[config.mk]
export PLATFORM = sky130hd
export DESIGN_NAME = cordic_nco
export DESIGN_NICKNAME = d
export VERILOG_FILES = /design/src/rtl/nco_pkg.sv /design/src/rtl/nco_phase_acc.sv /design/src/rtl/nco_fold.sv /design/src/rtl/nco_cordic_stage.sv /design/src/rtl/nco_restore.sv /design/src/rtl/cordic_nco.sv
export SDC_FILE = /design/constraint.sdc
export NUM_CORES = 1
export LEC_CHECK = 0
export ABC_AREA = 0
export CORE_ASPECT_RATIO = 2
export CORE_UTILIZATION = 50
export DETAILED_ROUTE_END_ITERATION = 12
export DONT_BUFFER_PORTS = 1
export HOLD_SLACK_MARGIN = 0.1
export PLACE_DENSITY_LB_ADDON = 0.12
export SLEW_MARGIN = 20
export SYNTH_ARGS = -nofsm -noshare
export SYNTH_HDL_FRONTEND = slang
export SYNTH_SLANG_ARGS = --single-unit
export TNS_END_PERCENT = 5
[constraint.sdc]
create_clock -name clk -period 6.2 [get_ports clk]
set_clock_uncertainty 0.05 [all_clocks]
set_input_delay 0.31 -clock clk [delete_from_list [all_inputs] [get_ports clk]]
set_output_delay 0.31 -clock clk [all_outputs]
set_load 0.005 [all_outputs]
[src/rtl/nco_pkg.sv]
package nco_pkg;

    typedef enum logic [1:0] {
        QUAD_I   = 2'b00,
        QUAD_II  = 2'b01,
        QUAD_III = 2'b10,
        QUAD_IV  = 2'b11
    } quad_e;

    // Number of arctangent steps the constant function can supply.
    localparam int unsigned ATAN_STEPS_MAX = 12;

    // arctan(2^-idx) in units where a full turn is 2^ph_w.
    function automatic longint atan_step(input int unsigned idx, input int unsigned ph_w);
        longint base;
        case (idx)
            0:       base = 64'sd2097152;
            1:       base = 64'sd1238021;
            2:       base = 64'sd654136;
            3:       base = 64'sd332050;
            4:       base = 64'sd166669;
            5:       base = 64'sd83416;
            6:       base = 64'sd41719;
            7:       base = 64'sd20860;
            8:       base = 64'sd10430;
            9:       base = 64'sd5215;
            10:      base = 64'sd2608;
            11:      base = 64'sd1304;
            default: base = 64'sd0;
        endcase
        if (ph_w >= 24)
            return base <<< (ph_w - 24);
        else
            return base >>> (24 - ph_w);
    endfunction

    // Rotation gain compensation (about 0.607253) with frac_bits fraction bits.
    function automatic longint gain_const(input int unsigned frac_bits);
        return (64'sd607253 * (64'sd1 <<< frac_bits) + 64'sd500000) / 64'sd1000000;
    endfunction

endpackage

[src/rtl/nco_phase_acc.sv]
module nco_phase_acc #(
    parameter int PH_W = 24
) (
    input  logic            clk,
    input  logic            rst,
    input  logic [PH_W-1:0] freq_word,
    input  logic [PH_W-1:0] phase_offset,
    output logic [PH_W-1:0] phase
);
    logic [PH_W-1:0] acc_q;

    always_ff @(posedge clk) begin
        if (rst)
            acc_q <= '0;
        else
            acc_q <= acc_q + freq_word;
    end

    assign phase = acc_q + phase_offset;
endmodule

[src/rtl/nco_fold.sv]
module nco_fold
    import nco_pkg::*;
#(
    parameter int PH_W = 24,
    parameter int Z_W  = PH_W + 1
) (
    input  logic                  clk,
    input  logic                  rst,
    input  logic [PH_W-1:0]       phase,
    output logic signed [Z_W-1:0] z_o,
    output quad_e                 quad_o,
    output logic                  vld_o
);
    always_ff @(posedge clk) begin
        if (rst) begin
            z_o    <= '0;
            quad_o <= QUAD_I;
            vld_o  <= 1'b0;
        end else begin
            z_o    <= Z_W'({3'b000, phase[PH_W-3:0]});
            quad_o <= quad_e'(phase[PH_W-1 -: 2]);
            vld_o  <= 1'b1;
        end
    end
endmodule

[src/rtl/nco_cordic_stage.sv]
module nco_cordic_stage
    import nco_pkg::*;
#(
    parameter int XY_W = 15,
    parameter int PH_W = 24,
    parameter int Z_W  = PH_W + 1,
    parameter int IDX  = 0
) (
    input  logic                   clk,
    input  logic                   rst,
    input  logic signed [XY_W-1:0] x_i,
    input  logic signed [XY_W-1:0] y_i,
    input  logic signed [Z_W-1:0]  z_i,
    input  quad_e                  quad_i,
    input  logic                   vld_i,
    output logic signed [XY_W-1:0] x_o,
    output logic signed [XY_W-1:0] y_o,
    output logic signed [Z_W-1:0]  z_o,
    output quad_e                  quad_o,
    output logic                   vld_o
);
    localparam logic signed [Z_W-1:0] ANG = Z_W'(atan_step(IDX, PH_W));

    logic                   ccw;
    logic signed [XY_W-1:0] x_sh, y_sh;

    assign ccw  = ~z_i[Z_W-1];
    assign x_sh = x_i >>> IDX;
    assign y_sh = y_i >>> IDX;

    always_ff @(posedge clk) begin
        if (rst) begin
            x_o    <= '0;
            y_o    <= '0;
            z_o    <= '0;
            quad_o <= QUAD_I;
            vld_o  <= 1'b0;
        end else begin
            if (ccw) begin
                x_o <= x_i - y_sh;
                y_o <= y_i + x_sh;
                z_o <= z_i - ANG;
            end else begin
                x_o <= x_i + y_sh;
                y_o <= y_i - x_sh;
                z_o <= z_i + ANG;
            end
            quad_o <= quad_i;
            vld_o  <= vld_i;
        end
    end
endmodule

[src/rtl/nco_restore.sv]
module nco_restore
    import nco_pkg::*;
#(
    parameter int XY_W  = 15,
    parameter int OUT_W = 8,
    parameter int GUARD = 6
) (
    input  logic                    clk,
    input  logic                    rst,
    input  logic signed [XY_W-1:0]  x_i,
    input  logic signed [XY_W-1:0]  y_i,
    input  quad_e                   quad_i,
    input  logic                    vld_i,
    output logic signed [OUT_W-1:0] sin_o,
    output logic signed [OUT_W-1:0] cos_o,
    output logic                    vld_o
);
    localparam int RW = XY_W - GUARD;
    localparam logic signed [XY_W:0] HALF = (XY_W+1)'(1 << (GUARD - 1));
    localparam logic signed [RW:0]   Q_HI = (RW+1)'((1 << (OUT_W - 1)) - 1);
    localparam logic signed [RW:0]   Q_LO = ~Q_HI;

    function automatic logic signed [OUT_W-1:0] round_sat(input logic signed [XY_W-1:0] v);
        logic signed [XY_W:0] t;
        logic signed [RW:0]   q;
        t = {v[XY_W-1], v} + HALF;
        q = (RW+1)'(t >>> GUARD);
        if (q > Q_HI)
            return Q_HI[OUT_W-1:0];
        else if (q < Q_LO)
            return Q_LO[OUT_W-1:0];
        else
            return q[OUT_W-1:0];
    endfunction

    logic signed [XY_W-1:0] s_sel, c_sel;

    always_comb begin
        unique case (quad_i)
            QUAD_I:   begin s_sel = y_i;  c_sel = x_i;  end
            QUAD_II:  begin s_sel = x_i;  c_sel = -y_i; end
            QUAD_III: begin s_sel = -y_i; c_sel = -x_i; end
            default:  begin s_sel = -x_i; c_sel = y_i;  end
        endcase
    end

    always_ff @(posedge clk) begin
        if (rst) begin
            sin_o <= '0;
            cos_o <= '0;
            vld_o <= 1'b0;
        end else begin
            sin_o <= round_sat(s_sel);
            cos_o <= round_sat(c_sel);
            vld_o <= vld_i;
        end
    end
endmodule

[src/rtl/cordic_nco.sv]
module cordic_nco
    import nco_pkg::*;
#(
    parameter int PH_W   = 24,
    parameter int OUT_W  = 8,
    parameter int GUARD  = 6,
    parameter int STAGES = 8
) (
    input  logic                    clk,
    input  logic                    rst,
    input  logic [PH_W-1:0]         freq_word,
    input  logic [PH_W-1:0]         phase_offset,
    output logic signed [OUT_W-1:0] sin_out,
    output logic signed [OUT_W-1:0] cos_out,
    output logic                    valid_out
);
    // One headroom bit above 1.0 plus GUARD bits below the output LSB.
    localparam int XY_W     = OUT_W + GUARD + 1;
    localparam int Z_W      = PH_W + 1;
    localparam int FRAC     = OUT_W - 1 + GUARD;
    localparam logic signed [XY_W-1:0] X_INIT = XY_W'(gain_const(FRAC));

    logic [PH_W-1:0]        phase;
    logic signed [XY_W-1:0] x_p [0:STAGES];
    logic signed [XY_W-1:0] y_p [0:STAGES];
    logic signed [Z_W-1:0]  z_p [0:STAGES];
    quad_e                  q_p [0:STAGES];
    logic                   v_p [0:STAGES];

    nco_phase_acc #(.PH_W(PH_W)) u_acc (
        .clk          (clk),
        .rst          (rst),
        .freq_word    (freq_word),
        .phase_offset (phase_offset),
        .phase        (phase)
    );

    nco_fold #(.PH_W(PH_W), .Z_W(Z_W)) u_fold (
        .clk    (clk),
        .rst    (rst),
        .phase  (phase),
        .z_o    (z_p[0]),
        .quad_o (q_p[0]),
        .vld_o  (v_p[0])
    );

    assign x_p[0] = X_INIT;
    assign y_p[0] = '0;

    for (genvar s = 0; s < STAGES; s++) begin : g_stage
        nco_cordic_stage #(
            .XY_W (XY_W),
            .PH_W (PH_W),
            .Z_W  (Z_W),
            .IDX  (s)
        ) u_stage (
            .clk    (clk),
            .rst    (rst),
            .x_i    (x_p[s]),
            .y_i    (y_p[s]),
            .z_i    (z_p[s]),
            .quad_i (q_p[s]),
            .vld_i  (v_p[s]),
            .x_o    (x_p[s+1]),
            .y_o    (y_p[s+1]),
            .z_o    (z_p[s+1]),
            .quad_o (q_p[s+1]),
            .vld_o  (v_p[s+1])
        );
    end

    nco_restore #(.XY_W(XY_W), .OUT_W(OUT_W), .GUARD(GUARD)) u_out (
        .clk    (clk),
        .rst    (rst),
        .x_i    (x_p[STAGES]),
        .y_i    (y_p[STAGES]),
        .quad_i (q_p[STAGES]),
        .vld_i  (v_p[STAGES]),
        .sin_o  (sin_out),
        .cos_o  (cos_out),
        .vld_o  (valid_out)
    );
endmodule

# Yosys cells after proc, flatten, opt, wreduce, memory -nomap -nowiden
# Cells that the tools add are included.
# word_totals
reg_bits	506
inputBits	50
output_inout_bits	17
wordCells	136
# op_classes
addsub	48
order_cmp	4
n_eq_ne	2
n_mux	30
reduce_logical	3
# ops
op	count
2-to-1 mux 15 bit	15
2-to-1 mux 25 bit	7
case mux 15 bit (3 select lines)	2
adder 24 bit	2
adder 15 x 13 -> 15 bit	3
subtractor 15 x 13 -> 15 bit	3
adder 15 x 7 -> 16 bit (second input constant)	2
adder 15 x 10 -> 15 bit	2
adder 15 x 11 -> 15 bit	2
adder 15 x 12 -> 15 bit	2
adder 15 x 8 -> 15 bit	2
adder 15 x 9 -> 15 bit	2
negation 15 bit	2
subtractor 15 x 10 -> 15 bit	2
subtractor 15 x 11 -> 15 bit	2
subtractor 15 x 12 -> 15 bit	2
subtractor 15 x 8 -> 15 bit	2
subtractor 15 x 9 -> 15 bit	2
adder 25 x 17 -> 25 bit (second input constant)	1
adder 25 x 18 -> 25 bit (second input constant)	1
adder 25 x 19 -> 25 bit (second input constant)	1
adder 25 x 20 -> 25 bit (second input constant)	1
adder 25 x 21 -> 25 bit (second input constant)	1
adder 25 x 22 -> 25 bit (second input constant)	1
20 further kinds	25

# Depth between registers and ports, before layout
# logic_depth
depth_word	6
mapped_depth	15
depth_no_buf	15

# Modules after synthesis
# From an unflattened synthesis, not the netlist that was laid out.
# unflattened
cells_unflattened	4851
area_unflattened_um2	40617.7
# modules_own_cells
mod	n_inst	cells_each	area_each_um2	seq_area_each_um2
nco_cordic_stage (g_stage[1].u_stage)	1	555	4568.1	1161.1
nco_cordic_stage (g_stage[4].u_stage)	1	543	4534.3	1161.1
nco_cordic_stage (g_stage[5].u_stage)	1	517	4409.2	1161.1
nco_cordic_stage (g_stage[3].u_stage)	1	514	4375.4	1161.1
nco_cordic_stage (g_stage[2].u_stage)	1	532	4355.4	1161.1
nco_cordic_stage (g_stage[7].u_stage)	1	509	4347.9	1161.1
nco_cordic_stage (g_stage[6].u_stage)	1	504	4264.1	1161.1
nco_cordic_stage (g_stage[0].u_stage)	1	457	3897.5	1141.1
nco_phase_acc	1	365	2931.6	480.5
nco_restore	1	297	2229.6	340.3
nco_fold	1	56	696.9	500.5
cordic_nco	1	2	7.5	0.0

# Worst setup path before layout
# No wires, ideal clock.
# synth_timing
kind	reg2reg
startpoint	reg g_stage[1].u_stage.z_o[24]
endpoint	reg g_stage[2].u_stage.z_o[23]
setup_ns	0.122
arrival_time_ns	3.534
t_required_ns	6.028
path_slack_ns	2.494
path_stages_with_launch	13
n_path_buf	2
period_less_slack_ns	3.706
cell_sequence	dfxtp_1 clkbuf_1 buf_1 inv_1 ha_1 o21a_1 o31a_1 o21bai_1 a21oi_1 o41ai_1 a31o_2 o21ai_0 a311o_1
# synth_between
elab_chain_len	1
# synth_lines
element	line_no	text
start: declaration	nco_cordic_stage.sv:18	output logic signed [Z_W-1:0] z_o,
start signal: assignment	nco_cordic_stage.sv:42	z_o <= z_i - ANG;
start signal: assignment	nco_cordic_stage.sv:46	z_o <= z_i + ANG;
2-to-1 mux 25 bit	nco_cordic_stage.sv:39	if (ccw) begin
end signal: assignment	nco_cordic_stage.sv:42	
end signal: assignment	nco_cordic_stage.sv:46	
end: declaration	nco_cordic_stage.sv:18	
# No other way between the ends.
# A chain may end at the register's enable or synchronous reset.

# Worst setup path after layout
# layout_timing
startpoint	reg g_stage[3].u_stage.z_o[24]
endpoint	reg g_stage[4].u_stage.z_o[22]
# layout_between
elab_chain_len	1
# layout_lines
element	line_no
start: declaration	nco_cordic_stage.sv:18
start signal: assignment	nco_cordic_stage.sv:42
start signal: assignment	nco_cordic_stage.sv:46
2-to-1 mux 25 bit	nco_cordic_stage.sv:39
end signal: assignment	nco_cordic_stage.sv:42
end signal: assignment	nco_cordic_stage.sv:46
end: declaration	nco_cordic_stage.sv:18
# No other way between the ends.

==> impl_metrics.ini <==
[run_status]
status = complete, no violations

[synthesis]
synth-edff-count = 0
syn_avg_cell_area_sq_um = 8.58
yosys_warnings = 0
ys_seq_area_share_pct = 30.0
ys_types = 90
synth_area_sq_mm = 0.0292
async_flop_share_pct = 0
syn_inst = 3407
syn-num-nets = 3836
synthFlopType = dfxtp_1
ys_ff_latch = 438

[grt]
antenna_found_initial = 0
grt_pass1_vias = 25600
grt_pass1_wl_mm = 125
grt_max_degree = 342
grt_use_total_pct = 26.4
overflow = 0

[setup_path]
cp_common_cell = nor2_1
crit_path_max_fanout = 21
cp-startpoint = g_stage[3].u_stage.z_o[24]
critPathRequiredTime_ns = 6.58
cp_data_arrival_time_ns = 4.75
worst_setup_path_end_kind = flop
worst_r2r_path_depth = 11
crit_end = g_stage[4].u_stage.z_o[22]
reg2reg_setup_slack_ns = 1.83
critPathSlowestCell = dfxtp_1
crit_chain = inv_1 > fa_1 > a21o_1 > a21oi_1 > o21ai_0 > a211oi_1 > nor2_1 > a41o_1 > o41ai_1 > xor2_1 > nor2_1
critPathMaxStageDelay_ns = 0.84
worst_r2r_endpoint = g_stage[4].u_stage.z_o[22]
worstSetupPathType = reg2reg
r2r-start = g_stage[3].u_stage.z_o[24]
critPathLaunchType = flop

[drt]
post_drt_wl_per_cell_microns = 18.4
dr_total_vias = 24500
drc = 0
viasPerCell = 5.74
ant_nets = 0
wl_mm = 78.2
drt-initial-drc-count = 897
dr.pass1.iters = 5

[cells_and_area]
layout-drive-gt1-share_pct = 5.12
layout.nets = 3891
layout_commonest_cell = nor2_1
area_delta_synth_final_pct = 10.6
layout_common_cells = 465 x nor2_1, 437 x dfxtp_1, 360 x ha_1
fin_cells = 4258

[floorplan]
core_sq_mm = 0.0579
num_rows = 125
ios = 67
die_h_microns = 344
dieArea_sq_mm = 0.0595
initial_core_util_pct = 50.5
die-width_microns = 173

[clocking]
cts.sinks = 438
cts_tree = yes
cts_buffer_depth = 3
cts_inserted_buffers = 41
cts_resized = 0
clk_pin_slew_ns = 0.07
cts_root_buf = clkbuf_16
htreeDepth = 2
clkLatencyLatePin_ns = 0.57

[timing]
max_slew_margin_pct = 30.8
timing.setup.tns_ns = 0
fin_crit_ns = 4.37
fmax_mhz = 229
worst_slew_pin_slew_ns = 1.04
worst_slack_ns = 1.83
final-hold-violation-count = 0
period_share_pct = 70.4
setup_viol = 0
holdWs_ns = 0.141
drv_slew = 0
grt_setup_unrepaired = no

[job]
cap_violations = 0

[placed_design]
gp_congestion = 0.951
portBuffers = 0
post-place-cells = 4088
dp_hpwl_mm = 60.3
pre_cts_ws_ns = 1.87

[hold_path]
hp-class = in2reg
## metrics by stage
stage               cell area, sq um  util (%)
finish                         32300      55.9
detailed placement             29900      51.7
floorplan                      29200         -
CTS                            32300      55.8
global route                   32300      55.9
global placement               29900      51.7
## state kept, by name (all words and copies together), names as in the netlist
name and flops:
g_stage.u_stage.quad_o 16, g_stage.u_stage.vld_o 8, g_stage.u_stage.x_o 101, g_stage.u_stage.y_o 100
g_stage.u_stage.z_o 148, u_acc.acc_q 24, u_fold.quad_o 2, u_fold.z_o 22
u_out.cos_o 8, u_out.sin_o 8, u_out.vld_o 1
## Yosys cell counts (all sizes together) (74+ instances only)
master / n / area [sq um]
o21ai: 131 / 659
ha: 360 / 4500
inv: 132 / 495
xnor2: 199 / 1740
a21o: 130 / 976
nor3: 105 / 531
dfxtp: 438 / 8770
nor2b: 125 / 782
nor2: 465 / 1750
a21oi: 273 / 1400
clkbuf: 74 / 278
xor2: 175 / 1530
nand2: 146 / 566
## logic make-up after synthesis
group | after synthesis | share of synthesized area (%)
xor gates and xnor gates | 374 | 11.2
adders and majority gates | 379 | 16.7
DFF | 438 | 30.0
and+or+nand+nor | 1079 | 17.6
muxes | 42 | 1.91
AOI/OAI and AO/OA | 868 | 19.6
buffers and inverters | 227 | 2.96
## layer usage
layer,global-route usage [%],vias up,routed length [microns]
li1,-,12200,-
met1,20.5,11600,24400
met2,57.5,422,46200
met3,2.43,248,1770
met4,19.7,0,5890
met5,0,-,0
## what timing repair did
| item | 4_1_cts | 5_1_grt |
|---|---|---|
| hold buffers | 92 | 0 |
| buffers inserted | 0 | 0 |
| hold endpoints to repair | 430 | 0 |
| setup endpoints to repair | 0 | 0 |
## worst min path at each step
stage,from,to,slack [ns],cells after the start
floorplan,u_fold.z_o[21],g_stage[0].u_stage.z_o[23],0.32,1
global placement,u_fold.z_o[21],g_stage[0].u_stage.z_o[23],0.33,1
detailed placement,u_fold.z_o[21],g_stage[0].u_stage.z_o[23],0.33,1
CTS,rst,g_stage[2].u_stage.z_o[23],0.10,3
global route,rst,g_stage[2].u_stage.z_o[23],0.15,3
finish,phase_offset[7],u_fold.z_o[7],0.14,3
## critical path, delay by kind of cell, from the launching register on
kind | cells | cell delay (ns)
AO/OA/AOI/OAI | 6 | 1.72
AND/OR/NAND/NOR | 2 | 0.20
buffers and inverters | 1 | 0.62
flip-flops | 1 | 0.84
adder cells (fa/ha/maj) | 1 | 0.59
XOR/XNOR | 1 | 0.19
## area by class of cell
cell class                      instances  area, sq um
Tap cell                              762          953
Sequential cell                       438         8770
Antenna cell                            1         2.50
Fill cell                            5270        25500
Inverter                              134          503
Multi-Input combinational cell       2742        19600
Timing Repair Buffer                  105         1060
Clock inverter                         21          239
Clock buffer                           55         1210
Power is not shown: default switching activity piles up to over one toggle a cycle in this logic, so the estimate is an artifact.
